$ cat config.mk
export PLATFORM = sky130hd
export DESIGN_NAME = fused_alu
export DESIGN_NICKNAME = d
export VERILOG_FILES = /design/src/rtl/fused_alu_pkg.sv /design/src/rtl/fa_shift_unit.sv /design/src/rtl/fa_word_unit.sv /design/src/rtl/fa_logic_unit.sv /design/src/rtl/fa_out_stage.sv /design/src/rtl/fused_alu.sv
export SDC_FILE = /design/constraint.sdc
export NUM_CORES = 1
export LEC_CHECK = 0
export ABC_AREA = 0
export BUFFER_PORTS_ARGS = -buffer_cell sky130_fd_sc_hd__buf_4
export CAP_MARGIN = 20
export CORE_UTILIZATION = 60
export CTS_CLUSTER_DIAMETER = 150
export DETAILED_ROUTE_END_ITERATION = 6
export GPL_TIMING_DRIVEN = 0
export PLACE_DENSITY = 0.82
export SETUP_SLACK_MARGIN = 0.1
export SYNTH_ARGS = -nofsm -noshare
export SYNTH_HDL_FRONTEND = slang
export SYNTH_HIERARCHICAL = 1
export SYNTH_SLANG_ARGS = --single-unit
$ cat constraint.sdc
create_clock -name clk -period 7.2 [get_ports clk]
set_clock_uncertainty 0.1 [all_clocks]
set_input_delay 0.72 -clock clk [delete_from_list [all_inputs] [get_ports clk]]
set_output_delay 0.72 -clock clk [all_outputs]
set_load 0.05 [all_outputs]
$ cat src/rtl/fused_alu_pkg.sv
package fused_alu_pkg;

  parameter int unsigned FA_XLEN  = 64;
  localparam int unsigned FA_HALF = FA_XLEN / 2;
  localparam int unsigned FA_BYTES = FA_XLEN / 8;
  localparam int unsigned FA_OPW  = 5;

  typedef enum logic [FA_OPW-1:0] {
    FA_OP_NONE   = 5'd0,
    FA_ZW_SL1    = 5'd1,
    FA_ZW_SL2    = 5'd2,
    FA_ZW_SL3    = 5'd3,
    FA_BYTE1     = 5'd4,
    FA_SL4_ADD   = 5'd5,
    FA_SR29_ADD  = 5'd6,
    FA_SR30_ADD  = 5'd7,
    FA_SR31_ADD  = 5'd8,
    FA_SR32_ADD  = 5'd9,
    FA_ODD_ADD   = 5'd10,
    FA_ODD_ADDW  = 5'd11,
    FA_HI_MERGE  = 5'd12,
    FA_WADD_B8   = 5'd13,
    FA_WADD_B1   = 5'd14,
    FA_WADD_ZH   = 5'd15,
    FA_WADD_SH   = 5'd16,
    FA_AND_B0    = 5'd17,
    FA_OR_B0     = 5'd18,
    FA_XOR_B0    = 5'd19,
    FA_ORCB_B0   = 5'd20,
    FA_AND_H0    = 5'd21,
    FA_OR_H0     = 5'd22,
    FA_XOR_H0    = 5'd23,
    FA_ORCB_H0   = 5'd24
  } fa_op_e;

  localparam int unsigned FA_LAST_OP = 24;

  // Word value sign-extended to the full register width.
  function automatic logic [FA_XLEN-1:0] fa_sext_word(input logic [FA_HALF-1:0] w);
    return {{FA_HALF{w[FA_HALF-1]}}, w};
  endfunction

  // Bit 0 kept, all else cleared.
  function automatic logic [FA_XLEN-1:0] fa_keep_bit0(input logic [FA_XLEN-1:0] x);
    return {{(FA_XLEN-1){1'b0}}, x[0]};
  endfunction

  // Low halfword kept, zero-extended.
  function automatic logic [FA_XLEN-1:0] fa_keep_half(input logic [FA_XLEN-1:0] x);
    return {{(FA_XLEN-16){1'b0}}, x[15:0]};
  endfunction

  // Low word zero-extended then shifted left by a small amount.
  function automatic logic [FA_XLEN-1:0] fa_zw_shl(input logic [FA_XLEN-1:0] x,
                                                   input int unsigned sh);
    return {{FA_HALF{1'b0}}, x[FA_HALF-1:0]} << sh;
  endfunction

  function automatic logic fa_is_defined(input logic [FA_OPW-1:0] op);
    return (op != 5'd0) && (int'(op) <= FA_LAST_OP);
  endfunction

  function automatic logic fa_is_bit0_op(input logic [FA_OPW-1:0] op);
    return (op == FA_WADD_B1) || ((op >= FA_AND_B0) && (op <= FA_ORCB_B0));
  endfunction

  function automatic logic fa_is_half_op(input logic [FA_OPW-1:0] op);
    return (op == FA_WADD_ZH) || ((op >= FA_AND_H0) && (op <= FA_ORCB_H0));
  endfunction

endpackage

$ cat src/rtl/fa_shift_unit.sv
module fa_shift_unit
  import fused_alu_pkg::*;
(
  input  fa_op_e               op,
  input  logic [FA_XLEN-1:0]   src_a,
  input  logic [FA_XLEN-1:0]   src_b,
  output logic [FA_XLEN-1:0]   res,
  output logic                 hit
);

  localparam int unsigned SR_BASE = 29;
  localparam int unsigned SR_CNT  = 4;

  // One logical right-shift-and-add term per supported distance.
  logic [FA_XLEN-1:0] sr_add [SR_CNT];

  generate
    for (genvar k = 0; k < SR_CNT; k++) begin : g_sr
      assign sr_add[k] = (src_a >> (SR_BASE + k)) + src_b;
    end
  endgenerate

  always_comb begin
    res = '0;
    hit = 1'b1;
    case (op)
      FA_ZW_SL1:   res = fa_zw_shl(src_a, 1);
      FA_ZW_SL2:   res = fa_zw_shl(src_a, 2);
      FA_ZW_SL3:   res = fa_zw_shl(src_a, 3);
      FA_BYTE1:    res = {{(FA_XLEN-8){1'b0}}, src_a[15:8]};
      FA_SL4_ADD:  res = (src_a << 4) + src_b;
      FA_SR29_ADD: res = sr_add[0];
      FA_SR30_ADD: res = sr_add[1];
      FA_SR31_ADD: res = sr_add[2];
      FA_SR32_ADD: res = sr_add[3];
      default:     hit = 1'b0;
    endcase
  end

endmodule

$ cat src/rtl/fa_word_unit.sv
module fa_word_unit
  import fused_alu_pkg::*;
(
  input  fa_op_e               op,
  input  logic [FA_HALF-1:0]   src_a_lo,
  input  logic [FA_XLEN-1:0]   src_b,
  output logic [FA_XLEN-1:0]   res,
  output logic                 hit
);

  logic [FA_HALF-1:0] wsum;
  logic [FA_HALF-1:0] odd_wsum;
  logic [FA_XLEN-1:0] odd_sum;

  assign wsum     = src_a_lo + src_b[FA_HALF-1:0];
  assign odd_sum  = src_b + {{(FA_XLEN-1){1'b0}}, src_a_lo[0]};
  assign odd_wsum = src_b[FA_HALF-1:0] + {{(FA_HALF-1){1'b0}}, src_a_lo[0]};

  always_comb begin
    res = '0;
    hit = 1'b1;
    case (op)
      FA_ODD_ADD:  res = odd_sum;
      FA_ODD_ADDW: res = fa_sext_word(odd_wsum);
      FA_WADD_B8:  res = {{(FA_XLEN-8){1'b0}}, wsum[7:0]};
      FA_WADD_B1:  res = {{(FA_XLEN-1){1'b0}}, wsum[0]};
      FA_WADD_ZH:  res = {{(FA_XLEN-16){1'b0}}, wsum[15:0]};
      FA_WADD_SH:  res = {{(FA_XLEN-16){wsum[15]}}, wsum[15:0]};
      default:     hit = 1'b0;
    endcase
  end

endmodule

$ cat src/rtl/fa_logic_unit.sv
module fa_logic_unit
  import fused_alu_pkg::*;
(
  input  fa_op_e               op,
  input  logic [FA_XLEN-1:0]   src_a,
  input  logic [FA_XLEN-1:0]   src_b,
  output logic [FA_XLEN-1:0]   res,
  output logic                 hit
);

  logic [FA_XLEN-1:0] and_v;
  logic [FA_XLEN-1:0] or_v;
  logic [FA_XLEN-1:0] xor_v;
  logic [FA_XLEN-1:0] orcb_v;

  assign and_v = src_a & src_b;
  assign or_v  = src_a | src_b;
  assign xor_v = src_a ^ src_b;

  // Byte OR-combine: each byte becomes all ones if any of its bits is set.
  generate
    for (genvar g = 0; g < FA_BYTES; g++) begin : g_orcb
      assign orcb_v[8*g +: 8] = {8{|src_a[8*g +: 8]}};
    end
  endgenerate

  always_comb begin
    res = '0;
    hit = 1'b1;
    case (op)
      FA_HI_MERGE: res = {src_a[FA_XLEN-1:8], 8'h00} | src_b;
      FA_AND_B0:   res = fa_keep_bit0(and_v);
      FA_OR_B0:    res = fa_keep_bit0(or_v);
      FA_XOR_B0:   res = fa_keep_bit0(xor_v);
      FA_ORCB_B0:  res = fa_keep_bit0(orcb_v);
      FA_AND_H0:   res = fa_keep_half(and_v);
      FA_OR_H0:    res = fa_keep_half(or_v);
      FA_XOR_H0:   res = fa_keep_half(xor_v);
      FA_ORCB_H0:  res = fa_keep_half(orcb_v);
      default:     hit = 1'b0;
    endcase
  end

endmodule

$ cat src/rtl/fa_out_stage.sv
module fa_out_stage
  import fused_alu_pkg::*;
#(
  parameter bit REG_OUT = 1'b1
) (
  input  logic                 clk,
  input  logic                 rst_n,
  input  logic                 in_vld,
  input  logic [FA_XLEN-1:0]   in_res,
  output logic                 out_vld,
  output logic [FA_XLEN-1:0]   out_res
);

  generate
    if (REG_OUT) begin : g_reg
      always_ff @(posedge clk) begin
        if (!rst_n) begin
          out_vld <= 1'b0;
          out_res <= '0;
        end else begin
          out_vld <= in_vld;
          if (in_vld) out_res <= in_res;
        end
      end
    end else begin : g_comb
      logic unused_ok;
      assign unused_ok = clk ^ rst_n;
      assign out_vld = in_vld;
      assign out_res = in_res;
    end
  endgenerate

endmodule

$ cat src/rtl/fused_alu.sv
module fused_alu
  import fused_alu_pkg::*;
#(
  parameter bit REG_OUT = 1'b1
) (
  input  logic                 clk,
  input  logic                 rst_n,
  input  logic                 in_vld,
  input  logic [FA_OPW-1:0]    op_sel,
  input  logic [FA_XLEN-1:0]   src_a,
  input  logic [FA_XLEN-1:0]   src_b,
  output logic                 out_vld,
  output logic [FA_XLEN-1:0]   out_res
);

  localparam int unsigned N_UNITS = 3;

  fa_op_e             op;
  logic [FA_XLEN-1:0] shift_res;
  logic [FA_XLEN-1:0] word_res;
  logic [FA_XLEN-1:0] logic_res;
  logic [FA_XLEN-1:0] comb_res;
  // Which group claimed the current code; observed by the checker.
  logic [N_UNITS-1:0] unit_hit;

  assign op = fa_op_e'(op_sel);

  fa_shift_unit u_shift (
    .op    (op),
    .src_a (src_a),
    .src_b (src_b),
    .res   (shift_res),
    .hit   (unit_hit[0])
  );

  fa_word_unit u_word (
    .op       (op),
    .src_a_lo (src_a[FA_HALF-1:0]),
    .src_b    (src_b),
    .res      (word_res),
    .hit      (unit_hit[1])
  );

  fa_logic_unit u_logic (
    .op    (op),
    .src_a (src_a),
    .src_b (src_b),
    .res   (logic_res),
    .hit   (unit_hit[2])
  );

  // Groups drive zero when they do not own the code, so an OR merges them.
  assign comb_res = shift_res | word_res | logic_res;

  fa_out_stage #(.REG_OUT(REG_OUT)) u_out (
    .clk     (clk),
    .rst_n   (rst_n),
    .in_vld  (in_vld),
    .in_res  (comb_res),
    .out_vld (out_vld),
    .out_res (out_res)
  );

endmodule

# ---- After elaboration in Yosys (flattened, before gate mapping)
# Cells that the tools add are included.
dict set report op_classes {
  reduce_logical 2
  mux 3
  n_addsub 8
  bitwise_logic 6
  n_eq_ne 24
}
# op count
set ops {}
lappend ops {{$pmux 64 s9} 2}
lappend ops {{$pmux 64 s6} 1}
lappend ops {{$or 64x64->64} 3}
lappend ops {{$add 32x64->64} 1}
lappend ops {{$add 33x64->64} 1}
lappend ops {{$add 34x64->64} 1}
lappend ops {{$add 35x64->64} 1}
lappend ops {{$add 64x1->64} 1}
lappend ops {{$add 64x64->64} 1}
lappend ops {{$eq 5x5->1 const B} 9}
lappend ops {{$eq 5x4->1 const B} 8}
lappend ops {{$add 32x1->32} 1}
lappend ops {{$eq 5x3->1 const B} 4}
lappend ops {{$add 16x16->16} 1}
lappend ops {{$and 16x16->16} 1}
lappend ops {{$or 16x16->16} 1}
lappend ops {{$reduce_or 8->1} 2}
lappend ops {{$xor 16x16->16} 1}
lappend ops {{$eq 5x2->1 const B} 2}
lappend ops {{$eq 5x1->1 const B} 1}
dict set report totals {
  elab_cells 45
  regBits 65
}

# ---- Longest topological paths before layout
dict set report logic_depth {
  ltp_word 4
  mapped_depth 26
  depth_no_buf 23
}

# ---- Modules after synthesis
# Netlist, hierarchy kept.
# module n_inst seq_area_each_um2 area_each_um2 cells_each
set modules_own_cells {}
lappend modules_own_cells {fa_shift_unit 1 0.0 7861.3 1190}
lappend modules_own_cells {fa_word_unit 1 0.0 2982.9 452}
lappend modules_own_cells {fa_out_stage 1 1301.2 2489.9 208}
lappend modules_own_cells {fa_logic_unit 1 0.0 1535.2 236}
lappend modules_own_cells {fused_alu 1 0.0 400.4 64}

# ---- Worst setup path before layout
# OpenSTA, ideal clock, no wires.
dict set report synth_timing {
  path_type {in2reg}
  from {input op_sel[2]}
  to {register u_out.out_res[47]}
  setup_slack_ps 1716
  arrival_time_ps 5267
  t_required_ps 6983
  setup_time_ps 117
  path_stages 22
  path_cell_list {clkbuf_1 -> inv_1 -> or3_1 -> a21oi_1 -> o21ai_1 -> a221o_1 -> ha_1 -> a211o_1 -> a21oi_1 -> o21ai_1 -> nor4_2 -> nor2_2 -> a21bo_2 -> a311o_2 -> a31oi_4 -> buf_6 -> nor4_1 -> xnor2_1 -> o22ai_1 -> or3_1 -> mux2i_1 -> nor2b_1}
}
dict set report synth_between {
  elab_chain_len 4
  elab_cells_between_ends 29
}
# item line_no
set synth_rtl {}
lappend synth_rtl {{start, declared} fused_alu.sv:9} ;# input logic [FA_OPW-1:0] op_sel,
lappend synth_rtl {{$eq 5x4->1, or another cell as far along} --}
lappend synth_rtl {{$pmux 64 s9 *} fa_shift_unit.sv:26} ;# case (op)
lappend synth_rtl {{via shift_res[47]} fused_alu.sv:19} ;# logic [FA_XLEN-1:0] shift_res;
lappend synth_rtl {{$or 64x64->64 * (2 in series)} fused_alu.sv:53} ;# assign comb_res = shift_res | word_res | logic_res;
lappend synth_rtl {{via comb_res[47]} fused_alu.sv:22} ;# logic [FA_XLEN-1:0] comb_res;
lappend synth_rtl {{end signal, assigned} fa_out_stage.sv:22} ;# if (in_vld) out_res <= in_res;
lappend synth_rtl {{end, declared} fa_out_stage.sv:11} ;# output logic [FA_XLEN-1:0] out_res
# The timed path passes the listed nets; every way through them passes the cells marked *.
# A chain may end at the register's enable or synchronous reset.

# ---- Worst setup path in the final report
dict set report layout_timing {
  from {input op_sel[2]}
  to {register u_out.out_res[34]}
}
# Same word-level chain as after synthesis.

==> summary.txt <==
Status
  – Status: finished, violations left
  – Failing checks: design-rule violations

Placed design
  – Hpwl dp: 50.7 mm
  – Placed cell areas: 17100 sq um
  – Routability cong.: 1.07
  – Port-buffer cells: 198
  – # placed instances: 2666
  – Pre-CTS WS: -0.0117 ns

Floorplanning
  – IO Pins: 201
  – Die ar.: 26000 sq um
  – Initial Util: 0.619
  – Die Span Y: 161 um
  – Die X: 161 um
  – Number of core rows: 57
  – Core area: 24600 sq um

Worst setup path
  – CP endpoint kind: flop
  – Startpoint class of the critical path: input port
  – Crit path max fanout: 10
  – Critical Path RT: 7.34 ns
  – Crit Path Class: in -> reg
  – CP arrival: 7.04 ns

Synthesis
  – Syn_nets: 2425
  – Synthesized area: 15200 sq um
  – Synth Warn #: 6
  – Avg Inst Size Synth: 7.11 sq um
  – Gate Count Post-Synth: 2144

Power and ir drop
  – Clock network fraction of total power: 0.217
  – Pint: 1.09 mW
  – Psw: 1.05 mW
  – Switching Share: 0.490
  – Combinational Power Share: 0.600
  – Reg power frac: 0.183
  – Pwr dens: 123 nW/um^2
  – Pwr Total: 2.14 mW
  – Lkg Pwr: 7.86 nW
  – VDD IR max: 0.0000967 V

Drt
  – Final wirelength: 65.8 mm
  – Via density: 7.14
  – Antenna viol nets, final: 0
  – DRC violations left: 38
  – Iteration-0 DRC Markers: 3258
  – Pre-Repair DR Iteration Count: 7
  – Drt wl/cell: 24.5 um
  – Via count: 19200

Job
  – Max cap viols: 0

Timing
  – F_max: 0.145 GHz
  – RSZ-0062 raised after global routing: no
  – Pins Over Slew Limit: 0
  – Final setup margin: 0.294 ns
  – Slew @ Worst Pin: 1.19 ns
  – Worst rel slew slack: 0.203
  – Min Hold Slack: 0.427 ns
  – Final Hold Viols: 0
  – Setup TNS: 0 ns
  – Period utilization: 0.959
  – # setup viols final: 0
  – Tmin final: 6.91 ns

Clocking
  – Post CTS Setup Buffer Count: 0
  – Clock Pin Slew Worst Setup and Hold Paths: 0.07 ns
  – H-Tree Depth: 3
  – Clk buf depth: 2
  – CTS tree: built
  – CTS Hold Bufs: 0
  – CTS buffer count: 9
  – Root buffer cell: clkbuf_16
  – Number of clock sinks: 65
  – Post-CTS Resized: 0
  – Clock latency at the later pin of the worst-skew pair: 0.34 ns

GRT
  – Overflow after GRT: 0
  – GR Util All Layers: 0.484
  – Largest net degree at the start of global routing: 14
  – Initial antenna violation count: 1
  – Vias in the first global route: 17100
  – First-pass GRT wire length: 97.4 mm

Cells and area
  – Syn-to-layout area delta: 14.3%
  – Cell Count, Final, Fillers Out: 2682
  – FF/Latch Area: 1300 sq um
  – Multi-input logic area: 13100 sq um
  – Fin area: 17400 sq um
  – Most common cell after layout, fill and taps aside: buf_4
  – Most frequent cells in the layout: buf_4 (201), nand2_1 (190), nor2_1 (189)
  – Final core occ: 0.708
  – Share of cells above drive strength 1: 0.133
  – Final #Nets: 2634
  – FILL cells: 2087
  – Diodes inserted: 0

Hold path
  – Min-Delay Path Class: reg -> reg
-- layer usage --
layer  global-route usage  vias to the layer above  share of wire
li1                     -                     8397              -
met1                0.641                     8756           0.38
met2                0.699                     1702           0.40
met3                0.182                      305           0.17
met4                0.198                        2          0.047
met5                    0                        -        0.00015
-- state kept, by name (all words and copies together), names as in the netlist --
signal / cells
u_out/out_res: 64
u_out/out_vld: 1
-- path summary, 6_finish.rpt --
check / from / slack, ns / cells after the start / end
max: op_sel[2] / 0.29 / 24 / u_out/out_res[34]$_SDFFE_PN0P_
min: u_out/out_res[20]$_SDFFE_PN0P_ / 0.43 / 2 / u_out/out_res[20]$_SDFFE_PN0P_
max reg2reg: u_out/out_res[23]$_SDFFE_PN0P_ / 6.45 / 2 / u_out/out_res[23]$_SDFFE_PN0P_
min reg2reg: u_out/out_res[20]$_SDFFE_PN0P_ / 0.43 / 2 / u_out/out_res[20]$_SDFFE_PN0P_
-- critical path, stage by stage --
cell and delay [ns]:
buf_4 0.14, clkbuf_1 0.36, inv_1 0.17, or3_1 0.41, a21oi_2 0.48, o21ai_2 0.26
clkbuf_1 0.35, nand2_1 0.16, nand2_1 0.10, ha_1 0.36, o211ai_1 0.18, a21o_1 0.14
nand3_1 0.17, a21bo_2 0.27, a221o_1 0.44, a21oi_1 0.45, o21ai_0 0.21, a21oi_1 0.42
o21ai_0 0.19, xnor2_1 0.26, o22ai_1 0.14, or3_1 0.43, mux2i_1 0.17, nor2b_1 0.06
-- final cells by class --
class,instances,share of cell area
Clock buffer,9,0.0129
Timing Repair Buffer,198,0.0854
Tap cell,324,0.0233
Clock inverter,7,0.00309
Multi-Input combinational cell,1883,0.749
Buffer,112,0.0331
Inverter,84,0.0181
Sequential cell,65,0.0747
-- power groups by stage --
stage	combinational [mW]	sequential, mW	clock, mW
2_1_floorplan	0.735	0.468	0
3_3_place_gp	1.19	0.398	0
3_5_place_dp	1.22	0.399	0
4_1_cts	1.22	0.391	0.464
5_1_grt	1.35	0.393	0.475
6_report	1.28	0.391	0.464
Note: power is estimated with default switching activity, not from simulation.
